**config.mk**
```make
export PLATFORM = sky130hd
export DESIGN_NAME = modexp_top
export DESIGN_NICKNAME = d
export VERILOG_FILES = /design/src/rtl/modexp_pkg.sv /design/src/rtl/modexp_mulred.sv /design/src/rtl/modexp_expscan.sv /design/src/rtl/modexp_top.sv
export SDC_FILE = /design/constraint.sdc
export NUM_CORES = 1
export LEC_CHECK = 0
export ABC_CLOCK_PERIOD_IN_PS = 8740
export BUFFER_PORTS_ARGS = -buffer_cell sky130_fd_sc_hd__clkbuf_2
export CORE_MARGIN = 2
export CORE_UTILIZATION = 55
export DETAILED_ROUTE_END_ITERATION = 12
export GPL_TIMING_DRIVEN = 0
export PLACE_DENSITY = 0.78
export SLEW_MARGIN = 20
export SYNTH_ARGS = -nofsm -noshare
export SYNTH_HDL_FRONTEND = slang
export SYNTH_SLANG_ARGS = --single-unit
export TNS_END_PERCENT = 100
```
**constraint.sdc**
```tcl
create_clock -name clk -period 8.74 [get_ports clk]
set_clock_uncertainty 0.2 [all_clocks]
set_input_delay 1.748 -clock clk [delete_from_list [all_inputs] [get_ports clk]]
set_output_delay 1.748 -clock clk [all_outputs]
set_load 0.1 [all_outputs]
```
**src/rtl/modexp_pkg.sv**
```systemverilog
package modexp_pkg;
   typedef enum logic [1:0] {
      ST_IDLE  = 2'd0,
      ST_ISSUE = 2'd1,
      ST_WAIT  = 2'd2,
      ST_FIN   = 2'd3
   } mx_state_e;
endpackage

```
**src/rtl/modexp_mulred.sv**
```systemverilog
// Interleaved shift-add-reduce modular multiplier: one bit of b per cycle,
// most significant first. Fixed latency of W cycles after the load edge.
module modexp_mulred #(
   parameter int W = 32
) (
   input  logic         clk,
   input  logic         rst_n,
   input  logic         go,
   input  logic [W-1:0] a,
   input  logic [W-1:0] b,
   input  logic [W-1:0] n,
   output logic [W-1:0] prod,
   output logic         done
);
   localparam int CW = $clog2(W + 1);
   localparam int AW = W + 2;

   logic [W-1:0]  acc_q, a_q, b_q, n_q;
   logic [CW-1:0] cnt_q;
   logic          busy_q;
   logic [AW-1:0] dbl, addend, sum, s1, nn;
   logic [W-1:0]  acc_nx;

   always_comb begin
      nn     = {2'b00, n_q};
      dbl    = {1'b0, acc_q, 1'b0};
      addend = b_q[W-1] ? {2'b00, a_q} : '0;
      sum    = dbl + addend;
      s1     = (sum >= nn) ? sum - nn : sum;
      acc_nx = (s1 >= nn) ? W'(s1 - nn) : W'(s1);
   end

   always_ff @(posedge clk or negedge rst_n) begin
      if (!rst_n) begin
         acc_q  <= '0;
         a_q    <= '0;
         b_q    <= '0;
         n_q    <= '0;
         cnt_q  <= '0;
         busy_q <= 1'b0;
         done   <= 1'b0;
      end else begin
         done <= 1'b0;
         if (go) begin
            acc_q  <= '0;
            a_q    <= a;
            b_q    <= b;
            n_q    <= n;
            cnt_q  <= CW'(W);
            busy_q <= 1'b1;
         end else if (busy_q) begin
            acc_q <= acc_nx;
            b_q   <= b_q << 1;
            cnt_q <= cnt_q - 1'b1;
            if (cnt_q == CW'(1)) begin
               busy_q <= 1'b0;
               done   <= 1'b1;
            end
         end
      end
   end

   assign prod = acc_q;
endmodule

```
**src/rtl/modexp_expscan.sv**
```systemverilog
// Exponent scanner: presents the current low bit and counts remaining steps.
module modexp_expscan #(
   parameter int EW = 32,
   localparam int KW = $clog2(EW + 1)
) (
   input  logic          clk,
   input  logic          rst_n,
   input  logic          load,
   input  logic [EW-1:0] e,
   input  logic [KW-1:0] k,
   input  logic          step,
   output logic          bit_o,
   output logic          last_o,
   output logic          zero_o
);
   logic [EW-1:0] sh_q;
   logic [KW-1:0] left_q, k_eff;

   assign k_eff  = (k > KW'(EW)) ? KW'(EW) : k;
   assign zero_o = (k == '0);
   assign bit_o  = sh_q[0];
   assign last_o = (left_q == KW'(1));

   always_ff @(posedge clk or negedge rst_n) begin
      if (!rst_n) begin
         sh_q   <= '0;
         left_q <= '0;
      end else if (load) begin
         sh_q   <= e;
         left_q <= k_eff;
      end else if (step) begin
         sh_q   <= sh_q >> 1;
         left_q <= left_q - 1'b1;
      end
   end
endmodule

```
**src/rtl/modexp_top.sv**
```systemverilog
module modexp_top
   import modexp_pkg::*;
#(
   parameter int W  = 32,
   parameter int EW = 32,
   localparam int KW = $clog2(EW + 1)
) (
   input  logic          clk,
   input  logic          rst_n,
   input  logic          start_i,
   input  logic          priv_i,
   input  logic [W-1:0]  m_i,
   input  logic [EW-1:0] e_i,
   input  logic [W-1:0]  n_i,
   input  logic [KW-1:0] nbits_i,
   output logic [W-1:0]  res_o,
   output logic          done_o
);
   if (W < 2) begin : g_bad_w
      $error("modexp_top: W must be at least 2");
   end
   if (EW < 1) begin : g_bad_ew
      $error("modexp_top: EW must be at least 1");
   end

   mx_state_e    state_q;
   logic [W-1:0] r_q, p_q, n_q, res_q;
   logic         priv_q;
   logic         ebit, elast, ezero, load, step, issue, unit_done;
   logic [1:0]   go, mdone;
   logic [W-1:0] op_a [2];
   logic [W-1:0] op_b [2];
   logic [W-1:0] prod [2];

   assign load      = (state_q == ST_IDLE) && start_i;
   assign issue     = (state_q == ST_ISSUE);
   assign unit_done = |mdone;
   assign step      = (state_q == ST_WAIT) && unit_done;

   // unit 0: result times power; unit 1: power squared
   assign go[0]   = issue && (priv_q || ebit);
   assign go[1]   = issue;
   assign op_a[0] = r_q;
   assign op_b[0] = p_q;
   assign op_a[1] = p_q;
   assign op_b[1] = p_q;

   for (genvar u = 0; u < 2; u++) begin : g_unit
      modexp_mulred #(.W(W)) u_mul (
         .clk  (clk),
         .rst_n(rst_n),
         .go   (go[u]),
         .a    (op_a[u]),
         .b    (op_b[u]),
         .n    (n_q),
         .prod (prod[u]),
         .done (mdone[u])
      );
   end

   modexp_expscan #(.EW(EW)) u_scan (
      .clk   (clk),
      .rst_n (rst_n),
      .load  (load),
      .e     (e_i),
      .k     (nbits_i),
      .step  (step),
      .bit_o (ebit),
      .last_o(elast),
      .zero_o(ezero)
   );

   always_ff @(posedge clk or negedge rst_n) begin
      if (!rst_n) begin
         state_q <= ST_IDLE;
         r_q     <= '0;
         p_q     <= '0;
         n_q     <= '0;
         res_q   <= '0;
         priv_q  <= 1'b0;
      end else begin
         case (state_q)
            ST_IDLE: if (start_i) begin
               n_q    <= n_i;
               priv_q <= priv_i;
               r_q    <= W'(1);
               p_q    <= m_i;
               if (ezero) begin
                  res_q   <= W'(1);
                  state_q <= ST_FIN;
               end else begin
                  state_q <= ST_ISSUE;
               end
            end
            ST_ISSUE: state_q <= ST_WAIT;
            ST_WAIT: if (unit_done) begin
               p_q <= prod[1];
               if (ebit) r_q <= prod[0];
               if (elast) begin
                  res_q   <= ebit ? prod[0] : r_q;
                  state_q <= ST_FIN;
               end else begin
                  state_q <= ST_ISSUE;
               end
            end
            default: state_q <= ST_IDLE;
         endcase
      end
   end

   assign res_o  = res_q;
   assign done_o = (state_q == ST_FIN);
endmodule

```
**Word level (Yosys, flattened, before mapping)**

Index checks and enable logic that the tools add are counted.

- Equality and inequality tests: 10
- $lt $le $gt $ge: 5
- Mux-type cells: 52
- $add $sub $neg: 9
- Reduce and logical (&&, ||, !) cells: 15

Operator list:

| operator | number |
|---|---|
| 2-to-1 mux 32 bit | 23 |
| one-hot mux 32 bit (2 select lines) | 3 |
| >= comparator 34 x 32 -> 1 bit | 4 |
| adder 33 x 34 -> 34 bit | 2 |
| 2-to-1 mux 34 bit | 2 |
| subtractor 34 x 32 -> 34 bit | 2 |
| subtractor 32 bit | 2 |
| 2-to-1 mux 6 bit | 7 |
| equality test 6 x 1 -> 1 bit (second input constant) | 3 |
| subtractor 6 x 1 -> 6 bit (second input constant) | 3 |
| 2-to-1 mux 1 bit | 12 |
| 2-to-1 mux 2 bit | 4 |
| inequality test 2 bit (second input constant) | 4 |
| nonzero test 2 bit | 4 |
| greater-than comparator 6 bit (second input constant) | 1 |
| zero test 6 bit | 1 |
| one-hot mux 2 bit (3 select lines) | 1 |
| AND reduction 5 bit | 1 |
| equality test 2 bit (second input constant) | 2 |
| AND reduction 2 bit | 2 |
| logical AND 1 bit | 3 |
| AND reduction 3 bit | 1 |
| equality test 2 x 1 -> 1 bit (second input constant) | 1 |
| zero test 2 bit | 1 |
| 2 further kinds | 2 |

- Register bits: 441

**Logic depth before layout (Yosys ltp)**

Gate-level depths: netlist (run 1).

- Depth after elaboration: 8
- Mapped depth: 37
- Depth with buffers taken out: 34

**Hierarchy**

From an unflattened synthesis (run 1), not the netlist that was laid out.

- Cells, all modules: 3252
- Area, all modules: 30680.7 µm²

Modules (own cells, without submodules):

| module | times used | area each (µm²) | cells each | sequential area each (µm²) |
|---|---|---|---|---|
| modexp_mulred (g_unit[0].u_mul) | 1 | 11541.1 | 1336 | 3403.3 |
| modexp_mulred (g_unit[1].u_mul) | 1 | 11358.4 | 1341 | 3403.3 |
| modexp_top | 1 | 5925.7 | 396 | 3278.1 |
| modexp_expscan | 1 | 1855.5 | 179 | 950.9 |

**Worst setup path before layout (run 1)**

No wires, ideal clock.

- Path kind: reg-to-reg
- From: register g_unit[1].u_mul.b_q[31]
- To: register g_unit[1].u_mul.acc_q[0]
- Cell stages (with the launch flop): 36
- Setup time: 0.116 ns
- Slack: 0.762 ns
- Arrival time: 7.662 ns
- Period minus slack after synthesis: 7.978 ns
- Buffers on the path: 3
- Cell sequence: dfrtp_1 > clkbuf_1 > and2_1 > ha_1 > fa_1 > a211oi_1 > o211ai_1 > nand3_1 > o41ai_2 > a41oi_1 > o21ai_0 > a31oi_1 > xnor2_1 > ha_1 > clkbuf_1 > nand2_1 > nor3_1 > nand4_1 > nor3_1 > a211oi_1 > a21boi_0 > nand2_1 > buf_2 > mux2_2 > ha_1 > nor2b_1 > o21ai_1 > a21boi_2 > o221ai_1 > o311a_1 > o41ai_2 > a21oi_1 > o41ai_2 > a21oi_2 > or4_1 > o311ai_0

- Word-level cells in the longest chain between the ends: 8

Ends and longest elaborated chain:

| element | line | source |
|---|---|---|
| start, declared | modexp_mulred.sv:18 | `logic [W-1:0] acc_q, a_q, b_q, n_q;` |
| start signal, assigned | modexp_mulred.sv:53 | `b_q <= b_q << 1;` |
| 2-to-1 mux 32 bit * | modexp_mulred.sv:27 | `addend = b_q[W-1] ? {2'b00, a_q} : '0;` |
| adder 33 x 34 -> 34 bit * | modexp_mulred.sv:28 | `sum = dbl + addend;` |
| subtractor 34 x 32 -> 34 bit / >= comparator 34 x 32 -> 1 bit (equally long branches) | modexp_mulred.sv:29 | `s1 = (sum >= nn) ? sum - nn : sum;` |
| 2-to-1 mux 34 bit * | modexp_mulred.sv:29 |  |
| subtractor 32 bit / >= comparator 34 x 32 -> 1 bit (equally long branches) | modexp_mulred.sv:30 | `acc_nx = (s1 >= nn) ? W'(s1 - nn) : W'(s1);` |
| 2-to-1 mux 32 bit * | modexp_mulred.sv:30 |  |
| 2-to-1 mux 32 bit * | modexp_mulred.sv:51 | `end else if (busy_q) begin` |
| 2-to-1 mux 32 bit * | modexp_mulred.sv:44 | `if (go) begin` |
| end signal, assigned | modexp_mulred.sv:52 | `acc_q <= acc_nx;` |
| end, declared | modexp_mulred.sv:18 |  |

Mark *: on every way between the ends. The rest lies on a longest branch, timed or not. The select of a mux whose other input is x is not followed.
A chain may end at the register's enable or synchronous reset.

**Final worst setup path (run 1)**

- From: register g_unit[0].u_mul.b_q[31]
- To: register g_unit[0].u_mul.acc_q[25]

- Word-level cells in the longest chain between the ends: 8

Ends and longest elaborated chain:

| element | line |
|---|---|
| start, declared | modexp_mulred.sv:18 |
| start signal, assigned | modexp_mulred.sv:53 |
| 2-to-1 mux 32 bit * | modexp_mulred.sv:27 |
| adder 33 x 34 -> 34 bit * | modexp_mulred.sv:28 |
| subtractor 34 x 32 -> 34 bit / >= comparator 34 x 32 -> 1 bit (equally long branches) | modexp_mulred.sv:29 |
| 2-to-1 mux 34 bit * | modexp_mulred.sv:29 |
| subtractor 32 bit / >= comparator 34 x 32 -> 1 bit (equally long branches) | modexp_mulred.sv:30 |
| 2-to-1 mux 32 bit * | modexp_mulred.sv:30 |
| 2-to-1 mux 32 bit * | modexp_mulred.sv:51 |
| 2-to-1 mux 32 bit * | modexp_mulred.sv:44 |
| end signal, assigned | modexp_mulred.sv:52 |
| end, declared | modexp_mulred.sv:18 |

Marks and branches as above.

==> flow_summary.ini, run 1 <==
[grt]
grt_max_degree = 92
overflow = 0
grt_pass1_vias = 25550
grt_first_pass_wirelength_um = 141300
antenna_found_initial = 2
grt_usage_pct = 31.80

[routing]
first_pass_iters = 6
ant_nets = 0
wl_per_cell_um = 20.53
viasPerCell = 6.040
vias = 26560
drc = 0
drt_iter0_drc = 2128
wl_um = 90270

[worst_setup_path]
rr_startpoint = g_unit[0].u_mul.b_q[31]$_DFFE_PN0P_
crit_type = reg -> reg
crit_fanout = 10
cp_slowest_cell = dfrtp_2
worst_r2r_path_depth = 35
rr_endpoint = g_unit[0].u_mul.prod[25]$_DFFE_PN0P_
cp.arrival_ns = 8.70
endpoint_kind = flop
crit_path_frequent_cell = nor2_1
r2r_slack_ns = 0.27
cp_slowest_stage_delay_ns = 0.48
required_ns = 8.97
cp-start-kind = flop

[synthesis]
yosys_warnings = 0
yosys.area_share.simple_pct = 17.41
ys_types = 89
synthAdderAreaFrac_pct = 8.597
synth_compound_area_share_pct = 19.08
synthFlopType = dfrtp_1
synth_top_family_by_area = compound AO/OA/AOI/OAI gates
synth_seq_cells = 441
synth-xor-area-share_pct = 5.210
syn-cell-area_um2 = 29920
synth_edf_count = 0
syn_inst = 3444
synth-async-reset-ratio_pct = 100.0
syn_area_per_cell_um2 = 8.689
syn_nets = 3752
ys_seq_area_share_pct = 36.88
synthMuxAreaShare_pct = 8.806

[timing]
setup_viol = 0
worst_pin_slew_ns = 1.216
fmax_mhz = 118.1
period_needed_ns = 8.468
drv_slew = 0
final_hold_viol_count = 0
post-route-period-util_pct = 96.89
slew_headroom_pct = 18.93
hold_slack_ns = 0.2710

[worst_hold_path]
hp-class = reg -> reg
whs_path_depth = 2
hold_end = g_unit[1].u_mul.a_q[30]$_DFFE_PN0P_
min_from = g_unit[1].u_mul.a_q[30]$_DFFE_PN0P_

[finish]
syn_to_final_growth_pct = 14.05
final_core_util_pct = 63.42
mostFrequentLayoutCells = 607 x nand2_1, 439 x dfrtp_1, 301 x o21ai_0
antenna_cells = 0
final_common_cell = nand2_1
ff_latch_area_um2 = 11040
nets = 3970
stdcell_count = 4397
fillers = 4624
drive_gt1_share_pct = 13.21
multi_input_area_um2 = 18210

[place]
dpl.hpwl_um = 69110
io_buffers = 138
place_inst = 4284
place.gp.congestion = 0.9608

[floorplanning]
rows = 85
start_util_pct = 55.61
die_w_um = 237.3
core_area_um2 = 53810
io_pins = 139
die_y_um = 237.3
die-area_um2 = 56290

[clock_tree]
cts_tree = built
cts_hold_buf = 0
clk_latency_ns = 0.61
clockBufferDepth = 3
htree_levels = 2
cts_root_buf = clkbuf_16
clk_pin_slew_ns = 0.06
cts_buffers = 49
clock-sinks = 441

[status]
status = finished, final reports clean

[job]
max-cap-violations = 0
critical path, delay by kind of cell (launching register included):
kind / cells / cell delay (ns)
AO/OA/AOI/OAI: 8 / 1.75
XOR/XNOR: 1 / 0.34
adder cells (fa/ha/maj): 3 / 0.96
buffers and inverters: 5 / 0.97
flip-flops: 1 / 0.48
multiplexers: 2 / 0.62
AND/OR/NAND/NOR: 16 / 2.96
layout make-up:
cell class                      instances  area share, %
Tap cell                              696          2.552
Sequential cell                       441          32.34
Clock inverter                         24         0.8469
Buffer                                173          2.203
Multi-Input combinational cell       2700          53.36
Inverter                              121          1.331
Timing Repair Buffer                  176          3.201
Clock buffer                           66          4.165
per-layer routing:
layer	vias up	track usage [%]	wire [µm]
li1	12640	-	-
met4	2	15.65	4783
met5	-	0	10
met2	877	52.64	42120
met3	231	4.250	5370
met1	12810	41.20	37990
Yosys cell counts (11+ instances only):
cell,count,area share (%)
ha_1,196,8.2
buf_2,11,0.18
nand2b_1,29,0.61
xor2_1,50,1.5
and3_1,17,0.36
a21o_1,80,2.0
nor2b_1,31,0.65
dfrtp_1,441,37
a31oi_1,77,1.6
nand3b_1,11,0.28
mux2i_1,153,5.1
clkbuf_1,153,1.9
inv_1,121,1.5
o21ai_0,304,5.1
or3_1,13,0.27
nand2_1,611,7.7
nor3_1,75,1.3
a21oi_1,195,3.3
a22o_1,32,0.94
mux2_2,98,3.7
o21bai_1,27,0.68
and2_1,72,1.5
a211oi_1,22,0.55
nand4_1,26,0.54
o31ai_1,41,1.0
o211ai_1,20,0.50
nor2_1,160,2.0
o21a_1,24,0.60
nand3_1,55,0.92
xnor2_1,128,3.7
nor4_1,16,0.33
cell families (layout without fill, tap and decap cells):
group,count (synthesis),count (layout)
buf+inv,304,560
compound gates,915,916
fa+ha+maj,202,202
xor+xnor,178,178
flops,441,441
simple gates,1153,1153
mux,251,251
timing repair:
| action | 4_1_cts | 5_1_grt |
|---|---|---|
| pin swaps | 11 | 29 |
| setup buffers | 12 | 20 |
| cloned | 0 | 1 |
| gates resized for setup | 47 | 74 |
| setup endpoints to repair | 64 | 64 |
how the worst max path moves through the flow:
stage | from | endpoint | slack [ns] | cells after the start
CTS | g_unit[1].u_mul.b_q[31]$_DFFE_PN0P_ | g_unit[1].u_mul.prod[14]$_DFFE_PN0P_ | 0.002 | 35
finish | g_unit[0].u_mul.b_q[31]$_DFFE_PN0P_ | g_unit[0].u_mul.prod[25]$_DFFE_PN0P_ | 0.27 | 35
global route | g_unit[1].u_mul.b_q[31]$_DFFE_PN0P_ | g_unit[1].u_mul.prod[0]$_DFFE_PN0P_ | -0.03 | 36
floorplan | g_unit[1].u_mul.b_q[31]$_DFFE_PN0P_ | g_unit[1].u_mul.prod[0]$_DFFE_PN0P_ | 0.76 | 35
detailed placement | g_unit[1].u_mul.b_q[31]$_DFFE_PN0P_ | g_unit[1].u_mul.prod[14]$_DFFE_PN0P_ | -1.59 | 36
global placement | rst_n | p_q[27]$_DFFE_PN0P_ | -4.19 | 1
sequential cells by signal, summed over array words and instances, names as in the netlist:
register             cells
p_q                     32
state_q                  2
g_unit.u_mul.prod       64
priv_q                   1
g_unit.u_mul.done        2
u_scan.sh_q             32
g_unit.u_mul.a_q        64
g_unit.u_mul.n_q        64
res_o                   32
r_q                     32
g_unit.u_mul.b_q        64
u_scan.left_q            6
g_unit.u_mul.busy_q      2
n_q                     32
g_unit.u_mul.cnt_q      12
through the flow:
| stage | area (µm²) | worst slack [ns] | setup TNS, ns |
|---|---|---|---|
| 6_report | 34130 | 0.2717 | 0 |
| 5_1_grt | 34130 | -0.03282 | -0.07416 |
| 4_1_cts | 33650 | 0.002374 | 0 |
| 3_5_place_dp | 31650 | -1.588 | -72.60 |
| 3_3_place_gp | 31490 | -4.194 | -1879.77 |
| 2_1_floorplan | 29920 | 0.7624 | 0 |
Power of run 1 is left out: the tool's default activity adds up to more than one toggle a clock period on the data nets, which glitch-free logic cannot reach.
==> run 2: changes to the inputs <==
--- a/config.mk
+++ b/config.mk
@@ -8,12 +8,11 @@
 export ABC_CLOCK_PERIOD_IN_PS = 8740
 export BUFFER_PORTS_ARGS = -buffer_cell sky130_fd_sc_hd__clkbuf_2
 export CORE_MARGIN = 2
-export CORE_UTILIZATION = 55
+export CORE_UTILIZATION = 49
 export DETAILED_ROUTE_END_ITERATION = 12
 export GPL_TIMING_DRIVEN = 0
-export PLACE_DENSITY = 0.78
+export PLACE_DENSITY = 0.71
 export SLEW_MARGIN = 20
 export SYNTH_ARGS = -nofsm -noshare
 export SYNTH_HDL_FRONTEND = slang
 export SYNTH_SLANG_ARGS = --single-unit
-export TNS_END_PERCENT = 100
==> flow_summary.ini, run 2 (synthesized netlist as in run 1, its figures left out) <==
[finish]
final_common_cell = nand2_1
drive_gt1_share_pct = 12.81
nets = 3963
syn_to_final_growth_pct = 13.64
mostFrequentLayoutCells = 608 x nand2_1, 439 x dfrtp_1, 300 x o21ai_0
fin_area_um2 = 34010

[timing]
fmax_mhz = 118.5
setup_viol = 0
drv_slew = 0
worst_pin_slew_ns = 1.151
setup_tns_ns = 0
slew_headroom_pct = 23.26
post-route-period-util_pct = 96.57
period_needed_ns = 8.441
final_hold_viol_count = 0

[worst_setup_path]
cp-start-kind = flop
cp.arrival_ns = 8.75
crit_fanout = 10
endpoint_kind = flop
cp_slowest_cell = ha_1
cp_slowest_stage_delay_ns = 0.48
crit_type = reg -> reg
crit_path_frequent_cell = ha_1
required_ns = 9.05

[clock_tree]
clk_latency_ns = 0.61
clockBufferDepth = 3
cts_tree = built
clock-sinks = 441
clk_pin_slew_ns = 0.06
cts_root_buf = clkbuf_16
htree_levels = 2
cts_buffers = 49

[routing]
wl_um = 89990
wl_per_cell_um = 20.11
drt_iter0_drc = 2100
drc = 0
ant_nets = 0
vias = 26170
viasPerCell = 5.846
first_pass_iters = 7

[floorplanning]
io_pins = 139
die_w_um = 251.1
start_util_pct = 49.58
core_area_um2 = 60360
rows = 90
die-area_um2 = 63060
die_y_um = 251.1

[place]
placed_cell_area_um2 = 31760
place.gp.congestion = 0.9462
io_buffers = 138
dpl.hpwl_um = 70270

[worst_hold_path]
hp-class = reg -> reg

[grt]
grt_first_pass_wirelength_um = 140300
grt_max_degree = 93
grt_pass1_vias = 25210
overflow = 0
antenna_found_initial = 3
grt_usage_pct = 28.24

[status]
status = finished, final reports clean

[job]
max-cap-violations = 0
## run 2: cell count changes in the layout (fill, tap and decap cells not counted), moves of 3 or more
cell	previous run	this run
buf_4	38	28
clkbuf_1	141	144
clkbuf_8	12	9
clkinvlp_4	4	7
ha_2	4	9
ha_4	9	3
mux2i_1	152	147
mux2i_2	1	6
o21ai_1	9	12
## run 2: worst max-delay path: cells and delay by family, from the launching register on
family / cells / cell delay, ns
AOI/OAI and AO/OA: 16 / 2.96
xor gates and xnor gates: 1 / 0.23
adders and majority gates: 4 / 1.36
buffers and inverters: 4 / 0.84
DFF: 1 / 0.46
muxes: 1 / 0.38
and+or+nand+nor: 10 / 1.90
## run 2: worst paths after layout
kind	slack (ns)	depth (start not counted)	start	to
min in group asynchronous	0.87	1	rst_n	res_o[3]$_DFFE_PN0P_
max in group asynchronous	6.22	3	rst_n	g_unit[1].u_mul.b_q[31]$_DFFE_PN0P_
hold reg to reg	0.27	2	g_unit[1].u_mul.a_q[21]$_DFFE_PN0P_	g_unit[1].u_mul.a_q[21]$_DFFE_PN0P_
hold / removal	0.27	2	g_unit[1].u_mul.a_q[21]$_DFFE_PN0P_	g_unit[1].u_mul.a_q[21]$_DFFE_PN0P_
setup reg to reg	0.30	36	g_unit[1].u_mul.b_q[31]$_DFFE_PN0P_	g_unit[1].u_mul.prod[4]$_DFFE_PN0P_
setup / recovery	0.30	36	g_unit[1].u_mul.b_q[31]$_DFFE_PN0P_	g_unit[1].u_mul.prod[4]$_DFFE_PN0P_
## run 2: cell type report
cell class / instances / area (µm²)
Antenna cell: 2 / 5.005
Buffer: 176 / 773.2
Clock buffer: 62 / 1355
Clock inverter: 26 / 276.5
Fill cell: 5557 / 26350
Inverter: 121 / 454.2
Multi-Input combinational cell: 2699 / 18100
Sequential cell: 441 / 11040
Tap cell: 782 / 978.4
Timing Repair Buffer: 167 / 1025
## run 2: per-layer routing
| metal | share of wire, % | wire length (µm) | track usage [%] | vias to the layer above |
|---|---|---|---|---|
| met5 | 0.014 | 13 | 0 | - |
| met3 | 5.0 | 4476 | 3.510 | 180 |
| met2 | 47 | 42590 | 47.81 | 714 |
| met1 | 43 | 39020 | 36.70 | 12630 |
| li1 | - | - | - | 12640 |
| met4 | 4.3 | 3882 | 11.53 | 2 |
## run 2: what timing repair did
item	CTS	global route
setup buffers	10	13
endpoints found under the hold margin	0	0
hold buffers	0	0
resized for setup	44	74
pin swaps	10	30
endpoints found under the setup margin	64	64
## run 2: per-stage QoR
| stage | worst slack, ns | hold WS, ns | cells | utilization, % |
|---|---|---|---|---|
| after floorplan | 0.7624 | 0.2381 | 3444 | - |
| after global placement | -4.381 | 0.2523 | 4364 | 52.34 |
| after detailed placement | -1.620 | 0.2553 | 4370 | 52.62 |
| after CTS | -0.01629 | 0.2704 | 4465 | 55.75 |
| after global routing | -0.02858 | 0.2898 | 4475 | 56.34 |
| final | 0.2995 | 0.2679 | 4476 | 56.34 |
Power of run 2 is left out for the same reason.
==> run 3: changes to the inputs <==
--- a/config.mk
+++ b/config.mk
@@ -6,11 +6,11 @@
 export NUM_CORES = 1
 export LEC_CHECK = 0
 export ABC_CLOCK_PERIOD_IN_PS = 8740
-export BUFFER_PORTS_ARGS = -buffer_cell sky130_fd_sc_hd__clkbuf_2
+export BUFFER_PORTS_ARGS = -buffer_cell sky130_fd_sc_hd__buf_2
 export CORE_MARGIN = 2
 export CORE_UTILIZATION = 49
 export DETAILED_ROUTE_END_ITERATION = 12
-export GPL_TIMING_DRIVEN = 0
+export GPL_TIMING_DRIVEN = 1
 export PLACE_DENSITY = 0.71
 export SLEW_MARGIN = 20
 export SYNTH_ARGS = -nofsm -noshare
==> flow_summary.ini, run 3 (synthesized netlist as in run 1, its figures left out) <==
[worst_setup_path]
required_ns = 9.02
cp_slowest_cell = dfrtp_2
cp.arrival_ns = 8.69
cp-start-kind = flop
endpoint_kind = flop
cp_slowest_stage_delay_ns = 0.47
crit_type = reg -> reg
crit_fanout = 12

[grt]
grt_first_pass_wirelength_um = 128900
grt_max_degree = 171
overflow = 0
antenna_found_initial = 3
grt_pass1_vias = 23940
grt_usage_pct = 25.28

[finish]
fin_area_um2 = 33340
mostFrequentLayoutCells = 610 x nand2_1, 437 x dfrtp_1, 301 x o21ai_0
nets = 3823
final_core_util_pct = 55.24
fillers = 5527
stdcell_count = 4338
final_common_cell = nand2_1
drive_gt1_share_pct = 12.44
syn_to_final_growth_pct = 11.43

[timing]
final_hold_viol_count = 0
hold_slack_ns = 0.2672
period_needed_ns = 8.409
post-route-period-util_pct = 96.21
slew_headroom_pct = 30.99
setup_viol = 0
worst_pin_slew_ns = 1.035
drv_slew = 0
fmax_mhz = 118.9

[floorplanning]
die-area_um2 = 63060
rows = 90
die_y_um = 251.1
start_util_pct = 49.58
io_pins = 139
die_w_um = 251.1
core_area_um2 = 60360

[routing]
vias = 24830
viasPerCell = 5.724
ant_nets = 0
wl_per_cell_um = 18.47
wl_um = 80120
drc = 0
drt_iter0_drc = 1475
first_pass_iters = 5

[job]
max-cap-violations = 0

[clock_tree]
cts_root_buf = clkbuf_16
clockBufferDepth = 3
cts_hold_buf = 0
cts_tree = built
clock-sinks = 441
htree_levels = 2
cts_buffers = 49
clk_pin_slew_ns = 0.06
clk_latency_ns = 0.62

[status]
status = finished, final reports clean

[place]
io_buffers = 138
dpl.hpwl_um = 59620
place.gp.congestion = 0.9673
place_inst = 4240
placed_cell_area_um2 = 31440

[worst_hold_path]
hp-class = reg -> reg
==> run 3: area by class of cell <==
class / instances / area (µm²) / area share [%]
clock inverters: 20 / 282.8 / 0.8481
clock buffers: 70 / 1445 / 4.334
repair buffers: 203 / 1251 / 3.752
flip-flops and latches: 441 / 11050 / 33.13
inverters: 121 / 454.2 / 1.362
multi-input cells: 2699 / 17880 / 53.63
well taps: 782 / 978.4 / 2.934
diodes: 2 / 5.005 / 0.01501
==> run 3: through the flow <==
step	TNS, ns	worst slack (ns)
5_1_grt	-0.1312	-0.05606
4_1_cts	0	0.006446
2_1_floorplan	0	0.7624
6_report	0	0.3311
3_5_place_dp	-1.214	-0.1162
3_3_place_gp	0	0.08329
==> run 3: timing repair <==
| action | in CTS | in global routing |
|---|---|---|
| endpoints found under the setup margin | 24 | 64 |
| setup buffers | 0 | 6 |
| pin swaps | 0 | 5 |
| gates resized for setup | 4 | 22 |
| gates cloned | 0 | 0 |
==> run 3: metal layers <==
layer / vias to the layer above / GRT usage, % / wire length, µm
met1: 11850 / 34.67 / 36650
met5: - / 0 / 33
met4: 4 / 7.857 / 2145
met2: 529 / 42.05 / 37890
li1: 12330 / - / -
met3: 121 / 2.796 / 3407
==> run 3: worst max-delay path, delay by kind of cell (launching register included) <==
family	cells	cell delay [ns]
AO/OA/AOI/OAI	18	4.02
buffers and inverters	4	0.72
XOR/XNOR	1	0.26
flip-flops	1	0.47
adder cells (fa/ha/maj)	3	1.08
AND/OR/NAND/NOR	8	1.54
==> run 3: path summary, 6_finish.rpt <==
kind | cells after the start | start | slack [ns] | endpoint
worst max-delay path | 34 | g_unit[1].u_mul.b_q[31]$_DFFE_PN0P_ | 0.33 | g_unit[1].u_mul.prod[29]$_DFFE_PN0P_
worst min register to register | 2 | res_o[20]$_DFFE_PN0P_ | 0.27 | res_o[20]$_DFFE_PN0P_
worst min-delay path | 2 | res_o[20]$_DFFE_PN0P_ | 0.27 | res_o[20]$_DFFE_PN0P_
min in group asynchronous | 1 | rst_n | 0.92 | res_o[2]$_DFFE_PN0P_
max in group asynchronous | 2 | rst_n | 5.92 | g_unit[1].u_mul.busy_q$_DFF_PN0_
worst max register to register | 34 | g_unit[1].u_mul.b_q[31]$_DFFE_PN0P_ | 0.33 | g_unit[1].u_mul.prod[29]$_DFFE_PN0P_
Power of run 3 is left out for the same reason.
